$ cat src/rtl/dma_pkg.sv
package dma_pkg;
  typedef enum logic [2:0] {
    ST_IDLE,
    ST_REQ,
    ST_RD,
    ST_WR,
    ST_GAP
  } seq_state_e;

  localparam logic [2:0] RA_SRC  = 3'd0;
  localparam logic [2:0] RA_DST  = 3'd1;
  localparam logic [2:0] RA_LEN  = 3'd2;
  localparam logic [2:0] RA_CTRL = 3'd3;
  localparam logic [2:0] RA_STAT = 3'd4;

  localparam int CTRL_GO_BIT    = 0;
  localparam int CTRL_STEAL_BIT = 1;
  localparam int CTRL_GAP_LSB   = 8;

  localparam int STAT_BUSY_BIT = 0;
  localparam int STAT_DONE_BIT = 1;
  localparam int STAT_ERR_BIT  = 2;
endpackage

$ cat src/rtl/dma_gap_timer.sv
module dma_gap_timer #(
  parameter int CW = 8
) (
  input  logic          clk,
  input  logic          rst_n,
  input  logic          load,
  input  logic [CW-1:0] span,
  output logic          expired
);
  localparam logic [CW-1:0] ONE = CW'(1);

  logic [CW-1:0] cnt;

  always_ff @(posedge clk) begin
    if (!rst_n)            cnt <= '0;
    else if (load)         cnt <= span;
    else if (cnt != '0)    cnt <= cnt - ONE;
  end

  assign expired = (cnt == ONE);

  AST_TIMER_RUNS_DOWN: assert property (@(posedge clk) disable iff (!rst_n)
    (!load && cnt > ONE) |=> (cnt == $past(cnt) - ONE));
endmodule

$ cat src/rtl/dma_seq.sv
module dma_seq
  import dma_pkg::*;
#(
  parameter int DW = 32,
  parameter int GW = 8
) (
  input  logic          clk,
  input  logic          rst_n,
  input  logic          go,
  input  logic          steal,
  input  logic [GW-1:0] gap,
  input  logic          last,
  input  logic          bus_gnt,
  input  logic          m_err,
  input  logic [DW-1:0] m_rdata,
  output seq_state_e    state_o,
  output logic          bus_req,
  output logic          m_rd,
  output logic          m_wr,
  output logic [DW-1:0] m_wdata,
  output logic          word_done,
  output logic          fin_ok,
  output logic          fin_err
);
  function automatic logic [GW-1:0] span_of(input logic [GW-1:0] g);
    return (g == '0) ? GW'(1) : g;
  endfunction

  seq_state_e    st, st_nx;
  logic [DW-1:0] data_q;
  logic          gap_load;
  logic          gap_expired;

  assign m_rd      = (st == ST_RD);
  assign m_wr      = (st == ST_WR);
  assign bus_req   = (st == ST_REQ) || (st == ST_RD) || (st == ST_WR);
  assign m_wdata   = data_q;
  assign word_done = m_wr && !m_err;
  assign fin_ok    = word_done && last;
  assign fin_err   = (m_rd || m_wr) && m_err;
  assign gap_load  = word_done && !last && steal;
  assign state_o   = st;

  dma_gap_timer #(.CW(GW)) u_gap (
    .clk     (clk),
    .rst_n   (rst_n),
    .load    (gap_load),
    .span    (span_of(gap)),
    .expired (gap_expired)
  );

  always_comb begin
    st_nx = st;
    unique case (st)
      ST_IDLE: if (go) st_nx = ST_REQ;
      ST_REQ:  if (bus_gnt) st_nx = ST_RD;
      ST_RD:   st_nx = m_err ? ST_IDLE : ST_WR;
      ST_WR: begin
        if (m_err || last) st_nx = ST_IDLE;
        else if (steal)    st_nx = ST_GAP;
        else               st_nx = ST_RD;
      end
      ST_GAP:  if (gap_expired) st_nx = ST_REQ;
      default: st_nx = ST_IDLE;
    endcase
  end

  always_ff @(posedge clk) begin
    if (!rst_n) begin
      st     <= ST_IDLE;
      data_q <= '0;
    end else begin
      st <= st_nx;
      if (m_rd) data_q <= m_rdata;
    end
  end

  AST_RD_WR_EXCLUSIVE: assert property (@(posedge clk) disable iff (!rst_n)
    !(m_rd && m_wr));
  AST_CYCLE_NEEDS_REQ: assert property (@(posedge clk) disable iff (!rst_n)
    (m_rd || m_wr) |-> bus_req);
  AST_WAIT_FOR_GRANT: assert property (@(posedge clk) disable iff (!rst_n)
    (bus_req && !m_rd && !m_wr && !bus_gnt) |=> (!m_rd && !m_wr));
  AST_READ_THEN_WRITE: assert property (@(posedge clk) disable iff (!rst_n)
    (m_rd && !m_err) |=> (m_wr && m_wdata == $past(m_rdata)));
  AST_STEAL_RELEASES: assert property (@(posedge clk) disable iff (!rst_n)
    (word_done && !last && steal) |=> !bus_req);
  AST_ABORT_RELEASES: assert property (@(posedge clk) disable iff (!rst_n)
    fin_err |=> (!bus_req && !m_rd && !m_wr));
endmodule

$ cat src/rtl/dma_regfile.sv
module dma_regfile
  import dma_pkg::*;
#(
  parameter int AW = 32,
  parameter int DW = 32,
  parameter int LW = 16,
  parameter int GW = 8
) (
  input  logic          clk,
  input  logic          rst_n,
  input  logic          wr_en,
  input  logic [2:0]    addr,
  input  logic [DW-1:0] wdata,
  input  logic          word_done,
  input  logic          fin_ok,
  input  logic          fin_err,
  output logic [AW-1:0] src,
  output logic [AW-1:0] dst,
  output logic [LW-1:0] rem,
  output logic          steal,
  output logic [GW-1:0] gap,
  output logic          go,
  output logic          last,
  output logic          busy,
  output logic          done,
  output logic          err,
  output logic [DW-1:0] rdata
);
  function automatic logic [AW-1:0] addr_step(input logic [AW-1:0] a);
    return a + AW'(1);
  endfunction

  function automatic logic [LW-1:0] count_down(input logic [LW-1:0] n);
    return n - LW'(1);
  endfunction

  logic cfg_wr;
  logic start_req;
  logic zero_start;

  assign cfg_wr     = wr_en && !busy;
  assign start_req  = cfg_wr && (addr == RA_CTRL) && wdata[CTRL_GO_BIT];
  assign go         = start_req && (rem != '0);
  assign zero_start = start_req && (rem == '0);
  assign last       = (rem == LW'(1));

  always_ff @(posedge clk) begin
    if (!rst_n) begin
      src   <= '0;
      dst   <= '0;
      rem   <= '0;
      steal <= 1'b0;
      gap   <= '0;
    end else if (word_done) begin
      src <= addr_step(src);
      dst <= addr_step(dst);
      rem <= count_down(rem);
    end else if (cfg_wr) begin
      unique case (addr)
        RA_SRC:  src <= wdata[AW-1:0];
        RA_DST:  dst <= wdata[AW-1:0];
        RA_LEN:  rem <= wdata[LW-1:0];
        RA_CTRL: begin
          steal <= wdata[CTRL_STEAL_BIT];
          gap   <= wdata[CTRL_GAP_LSB +: GW];
        end
        default: ;
      endcase
    end
  end

  always_ff @(posedge clk) begin
    if (!rst_n) begin
      busy <= 1'b0;
      done <= 1'b0;
      err  <= 1'b0;
    end else begin
      if (go)                     busy <= 1'b1;
      else if (fin_ok || fin_err) busy <= 1'b0;

      if (start_req)   done <= zero_start;
      else if (fin_ok) done <= 1'b1;
      else if (wr_en && addr == RA_STAT && wdata[STAT_DONE_BIT]) done <= 1'b0;

      if (start_req)    err <= 1'b0;
      else if (fin_err) err <= 1'b1;
      else if (wr_en && addr == RA_STAT && wdata[STAT_ERR_BIT]) err <= 1'b0;
    end
  end

  always_comb begin
    rdata = '0;
    unique case (addr)
      RA_SRC:  rdata[AW-1:0] = src;
      RA_DST:  rdata[AW-1:0] = dst;
      RA_LEN:  rdata[LW-1:0] = rem;
      RA_CTRL: begin
        rdata[CTRL_GAP_LSB +: GW] = gap;
        rdata[CTRL_STEAL_BIT]     = steal;
      end
      RA_STAT: begin
        rdata[STAT_BUSY_BIT] = busy;
        rdata[STAT_DONE_BIT] = done;
        rdata[STAT_ERR_BIT]  = err;
      end
      default: ;
    endcase
  end

  AST_BUSY_IS_CLEAN: assert property (@(posedge clk) disable iff (!rst_n)
    busy |-> (!done && !err));
  AST_ADDR_STEP: assert property (@(posedge clk) disable iff (!rst_n)
    word_done |=> (src == $past(src) + AW'(1) && rem == $past(rem) - LW'(1)));
  AST_ZERO_LEN_DONE: assert property (@(posedge clk) disable iff (!rst_n)
    zero_start |=> (done && !busy));
  AST_BUSY_LOCKS_CFG: assert property (@(posedge clk) disable iff (!rst_n)
    (busy && !word_done) |=> ($stable(src) && $stable(steal) && $stable(gap)));
endmodule

$ cat src/rtl/dma_engine.sv
module dma_engine
  import dma_pkg::*;
#(
  parameter int AW = 32,
  parameter int DW = 32,
  parameter int LW = 16,
  parameter int GW = 8
) (
  input  logic          clk,
  input  logic          rst_n,
  input  logic          reg_wr,
  input  logic [2:0]    reg_addr,
  input  logic [DW-1:0] reg_wdata,
  output logic [DW-1:0] reg_rdata,
  output logic          bus_req,
  input  logic          bus_gnt,
  output logic          m_rd,
  output logic          m_wr,
  output logic [AW-1:0] m_addr,
  output logic [DW-1:0] m_wdata,
  input  logic [DW-1:0] m_rdata,
  input  logic          m_err,
  output logic          irq
);
  logic [AW-1:0] src, dst;
  logic [LW-1:0] rem;
  logic [GW-1:0] gap;
  logic          steal, go, last, busy, done, err;
  logic          word_done, fin_ok, fin_err;
  seq_state_e    state;

  dma_regfile #(.AW(AW), .DW(DW), .LW(LW), .GW(GW)) u_regs (
    .clk       (clk),
    .rst_n     (rst_n),
    .wr_en     (reg_wr),
    .addr      (reg_addr),
    .wdata     (reg_wdata),
    .word_done (word_done),
    .fin_ok    (fin_ok),
    .fin_err   (fin_err),
    .src       (src),
    .dst       (dst),
    .rem       (rem),
    .steal     (steal),
    .gap       (gap),
    .go        (go),
    .last      (last),
    .busy      (busy),
    .done      (done),
    .err       (err),
    .rdata     (reg_rdata)
  );

  dma_seq #(.DW(DW), .GW(GW)) u_seq (
    .clk       (clk),
    .rst_n     (rst_n),
    .go        (go),
    .steal     (steal),
    .gap       (gap),
    .last      (last),
    .bus_gnt   (bus_gnt),
    .m_err     (m_err),
    .m_rdata   (m_rdata),
    .state_o   (state),
    .bus_req   (bus_req),
    .m_rd      (m_rd),
    .m_wr      (m_wr),
    .m_wdata   (m_wdata),
    .word_done (word_done),
    .fin_ok    (fin_ok),
    .fin_err   (fin_err)
  );

  assign m_addr = (state == ST_RD) ? src : dst;
  assign irq    = done || err;

  AST_DONE_OFF_BUS: assert property (@(posedge clk) disable iff (!rst_n)
    $rose(done) |-> !bus_req);
  AST_ERR_OFF_BUS: assert property (@(posedge clk) disable iff (!rst_n)
    $rose(err) |-> (!bus_req && !busy));
endmodule

$ cat config.mk
export PLATFORM = sky130hd
export DESIGN_NAME = dma_engine
export DESIGN_NICKNAME = d
export VERILOG_FILES = /design/src/rtl/dma_pkg.sv /design/src/rtl/dma_gap_timer.sv /design/src/rtl/dma_seq.sv /design/src/rtl/dma_regfile.sv /design/src/rtl/dma_engine.sv
export SDC_FILE = /design/constraint.sdc
export NUM_CORES = 1
export LEC_CHECK = 0
export BUFFER_PORTS_ARGS = -buffer_cell sky130_fd_sc_hd__buf_2
export CAP_MARGIN = 10
export CORE_MARGIN = 2
export CORE_UTILIZATION = 35
export DETAILED_ROUTE_END_ITERATION = 16
export GPL_TIMING_DRIVEN = 1
export HOLD_SLACK_MARGIN = 0.06
export PLACE_DENSITY = 0.59
export SETUP_SLACK_MARGIN = 0.1
export SYNTH_ARGS = -nofsm -noshare
export SYNTH_HDL_FRONTEND = slang
export SYNTH_HIERARCHICAL = 1
export SYNTH_SLANG_ARGS = --single-unit
$ cat constraint.sdc
create_clock -name clk -period 5 [get_ports clk]
set_input_delay 0.75 -clock clk [delete_from_list [all_inputs] [get_ports clk]]
set_output_delay 0.75 -clock clk [all_outputs]
set_load 0.05 [all_outputs]
==> metrics.csv <==
metric;value;unit
GRT Max-Usage Layer;met2;
Synth top area share;32.4;%
Worst-path clk slew;0.06;ns
final setup violation count;0;
sequential fraction of design power;42.7;%
pre-CTS setup slack;1.68;ns
met2 Use GR;36.0;%
routability cong.;0.936;
CP max-delay cell;buf_4;
worst slew pin tran;1.21;ns
Synth-to-Final Area Change;18.2;%
Yosys top cell by area;dfxtp_1;
routed vias;8502;
CP Buf/Inv Count;3;
CTS tree;yes;
sw frac;30.1;%
# diodes;0;
crit path launch;reg_addr[0];
initial antenna violation count;0;
Worst Path Max Fanout;31;
pwr dens;280;nW/um^2
Hold Violations, Final;0;
maximum VDD drop;0.000196;V
fin util;42.1;%
Int Pwr;0.00193;W
worst-path cell chain;buf_2 > buf_4 > nor2b_1 > a21oi_1 > o21ai_0 > buf_2;
CP Class;primary input to output port;
crit-path max cell delay;0.49;ns
overall die height;158;um
combinational share of power;14.9;%
layout cells sized above 1;27.3;%
most numerous cell in the Yosys netlist;dfxtp_1;
CTS HTree Levels;4;
period utilization;65.8;%
crit path DAT;2.54;ns
max-slew violation count;0;
num ports;172;
Peak Freq;0.304;GHz
Mapped Cells;1015;
Routed Antenna Nets;0;
post-route worst setup slack;1.71;ns
Post-Syn Area;8340;um^2
Reg-to-Reg Start;u_seq/state_o[0]$_SDFFE_PN0P_;
post-CTS sizing;0;
Final HPWL DP;20.7;mm
DRC Markers;0;
leakage power total;3.80;nW
postcts setup bufs;0;
status;complete, no violations;
crit start category;primary input;
Slew Limit Headroom;19.0;%
FF/Latch Area;2700;um^2
Die W;158;um
PortBufs;171;
Site Rows;56;
DR WL/cell;19.8;um
unrepaired setup endpoints after global routing;no;
minimum clock period;3.29;ns
Total GRT Usage;22.9;%
grt total ovfl;0;
clock power share;42.4;%
Yosys warning count;6;
Setup crit end kind;output port;
Seq/Total Area, Yosys;32.4;%
clk_lat worst skew;0.43;ns
Initial Utilization;35.6;%
delay-heaviest family, CP;buffers and inverters;
final WL;29.2;mm
TritonCTS Buffers;17;
most frequent CP cell;buf_2;
number of unique standard cell types used by synthesis;82;
Worst Path Required;4.25;ns
Fillers;2421;
EDFF count, synth;0;
total die area;25100;um^2
Clock Tree Buf Depth;2;
Worst Hold Class;register to register;
Post-Syn Nets;1094;
vias in the first global route;7743;
HP Start;u_seq/m_wdata[27]$_SDFFE_PN0N_;
clock skew;0.0107;ns
M1 GR Usage;31.7;%
vias per inst;5.77;
largest net degree at the start of global routing;44;
DRT iter0 DRCs;715;
CTS root buf;clkbuf_16;
Seq cells post-synth;135;
Clock Sinks;135;
Avg Cell Area, Syn;8.21;um^2
Area contributors post-synth;dfxtp_1 (32%), nand2_1 (6.0%), mux2i_1 (4.8%);
Core Area;23400;um^2
Async SR Flop Fraction;0;%
post-layout net count;1221;
final total negative setup slack;0;ns
Synth Flop Type;dfxtp_1;
top cells by instance count after synthesis;dfxtp_1 (135), nand2_1 (133), nor2_1 (99);
Post-CTS Hold Buffers;0;
DRT Pass-1 Iters;5;
Switch Pwr;0.000831;W
met3 GRT Util;4.00;%
MaxCap Viol Count;0;
global-route wire length before repair;44.4;mm
multi-input logic area;5180;um^2
flip-flops by register name, summed over array words and instances (netlist names):
signal,cells
u_regs/src,32
u_regs/rem,16
u_seq/u_gap/cnt,8
u_regs/dst,32
u_seq/state_o,3
u_seq/m_wdata,32
u_regs/err,1
u_regs/done,1
u_regs/busy,1
u_regs/steal,1
u_regs/gap,8
layout by cell type, fill, tap and decap left out, types with 5 or more instances in the layout:
master	count
or3_1	6
nand2b_1	8
nand3_1	35
o21a_1	5
a21boi_2	29
nor4_1	9
ha_1	7
and4_1	9
o211ai_1	11
and3_1	17
dfxtp_1	135
nor3b_1	5
inv_1	16
mux2i_1	40
buf_2	171
nand2_1	133
nor2b_1	12
clkinvlp_4	6
a311oi_1	15
a32oi_1	7
o21ai_0	38
a21oi_1	70
a31oi_1	17
a211oi_1	14
nor3_1	32
nand4_1	23
and2_1	6
nor2_1	98
mux2_2	35
mux4_2	9
buf_4	13
clkbuf_16	17
a21o_1	5
tightest hold or removal path, cell delays in order (launching register included):
cell,delay [ns]
dfxtp_1,0.31
nand2_1,0.06
a21boi_2,0.05
cell families after synthesis:
family	Yosys count	share of synthesized area, %
buffers and inverters	95	5.46
DFF	135	32.4
and+or+nand+nor	428	26.1
adders and majority gates	7	1.05
xor gates and xnor gates	8	0.841
muxes	86	12.2
AOI/OAI and AO/OA	256	21.9
layer usage:
layer | vias up | wire length (um)
met3 | 52 | 2330
met4 | 0 | 751
li1 | 4002 | -
met2 | 402 | 13200
met1 | 4046 | 12900
met5 | - | 0
worst paths after layout:
| path | depth (start not counted) | slack (ns) | endpoint |
|---|---|---|---|
| hold reg to reg | 2 | 0.46 | u_seq/m_wdata[27]$_SDFFE_PN0N_ |
| hold / removal | 2 | 0.46 | u_seq/m_wdata[27]$_SDFFE_PN0N_ |
| setup reg to reg | 7 | 1.82 | u_regs/src[28]$_SDFFE_PN0P_ |
| setup / recovery | 6 | 1.71 | reg_rdata[2] |
metrics by stage:
step | hold slack [ns] | power [W] | area [um^2] | instances
final | 0.460 | 0.00276 | 9850 | 1474
after global routing | 0.476 | 0.00287 | 9850 | 1474
after CTS | 0.465 | 0.00278 | 9850 | 1474
after detailed placement | 0.456 | 0.00161 | 9320 | 1442
after global placement | 0.449 | 0.00161 | 9320 | 1442
after floorplan | 0.452 | 0.00149 | 8340 | 1015
cell type report:
| type | instances | area share [%] |
|---|---|---|
| clock inverters | 14 | 1.05 |
| inverters | 19 | 0.775 |
| repair buffers | 184 | 9.68 |
| multi-input cells | 785 | 52.6 |
| clock buffers | 18 | 4.36 |
| well taps | 319 | 4.05 |
| flip-flops and latches | 135 | 27.4 |
power by group through the flow:
stage	Sequential (W)	Combinational, W	Clock (W)
2_1_floorplan	0.00118	0.000304	0
3_3_place_gp	0.00120	0.000405	0
3_5_place_dp	0.00120	0.000409	0
4_1_cts	0.00118	0.000411	0.00119
5_1_grt	0.00118	0.000451	0.00123
6_report	0.00118	0.000412	0.00117
(Power assumes the default switching activity.)
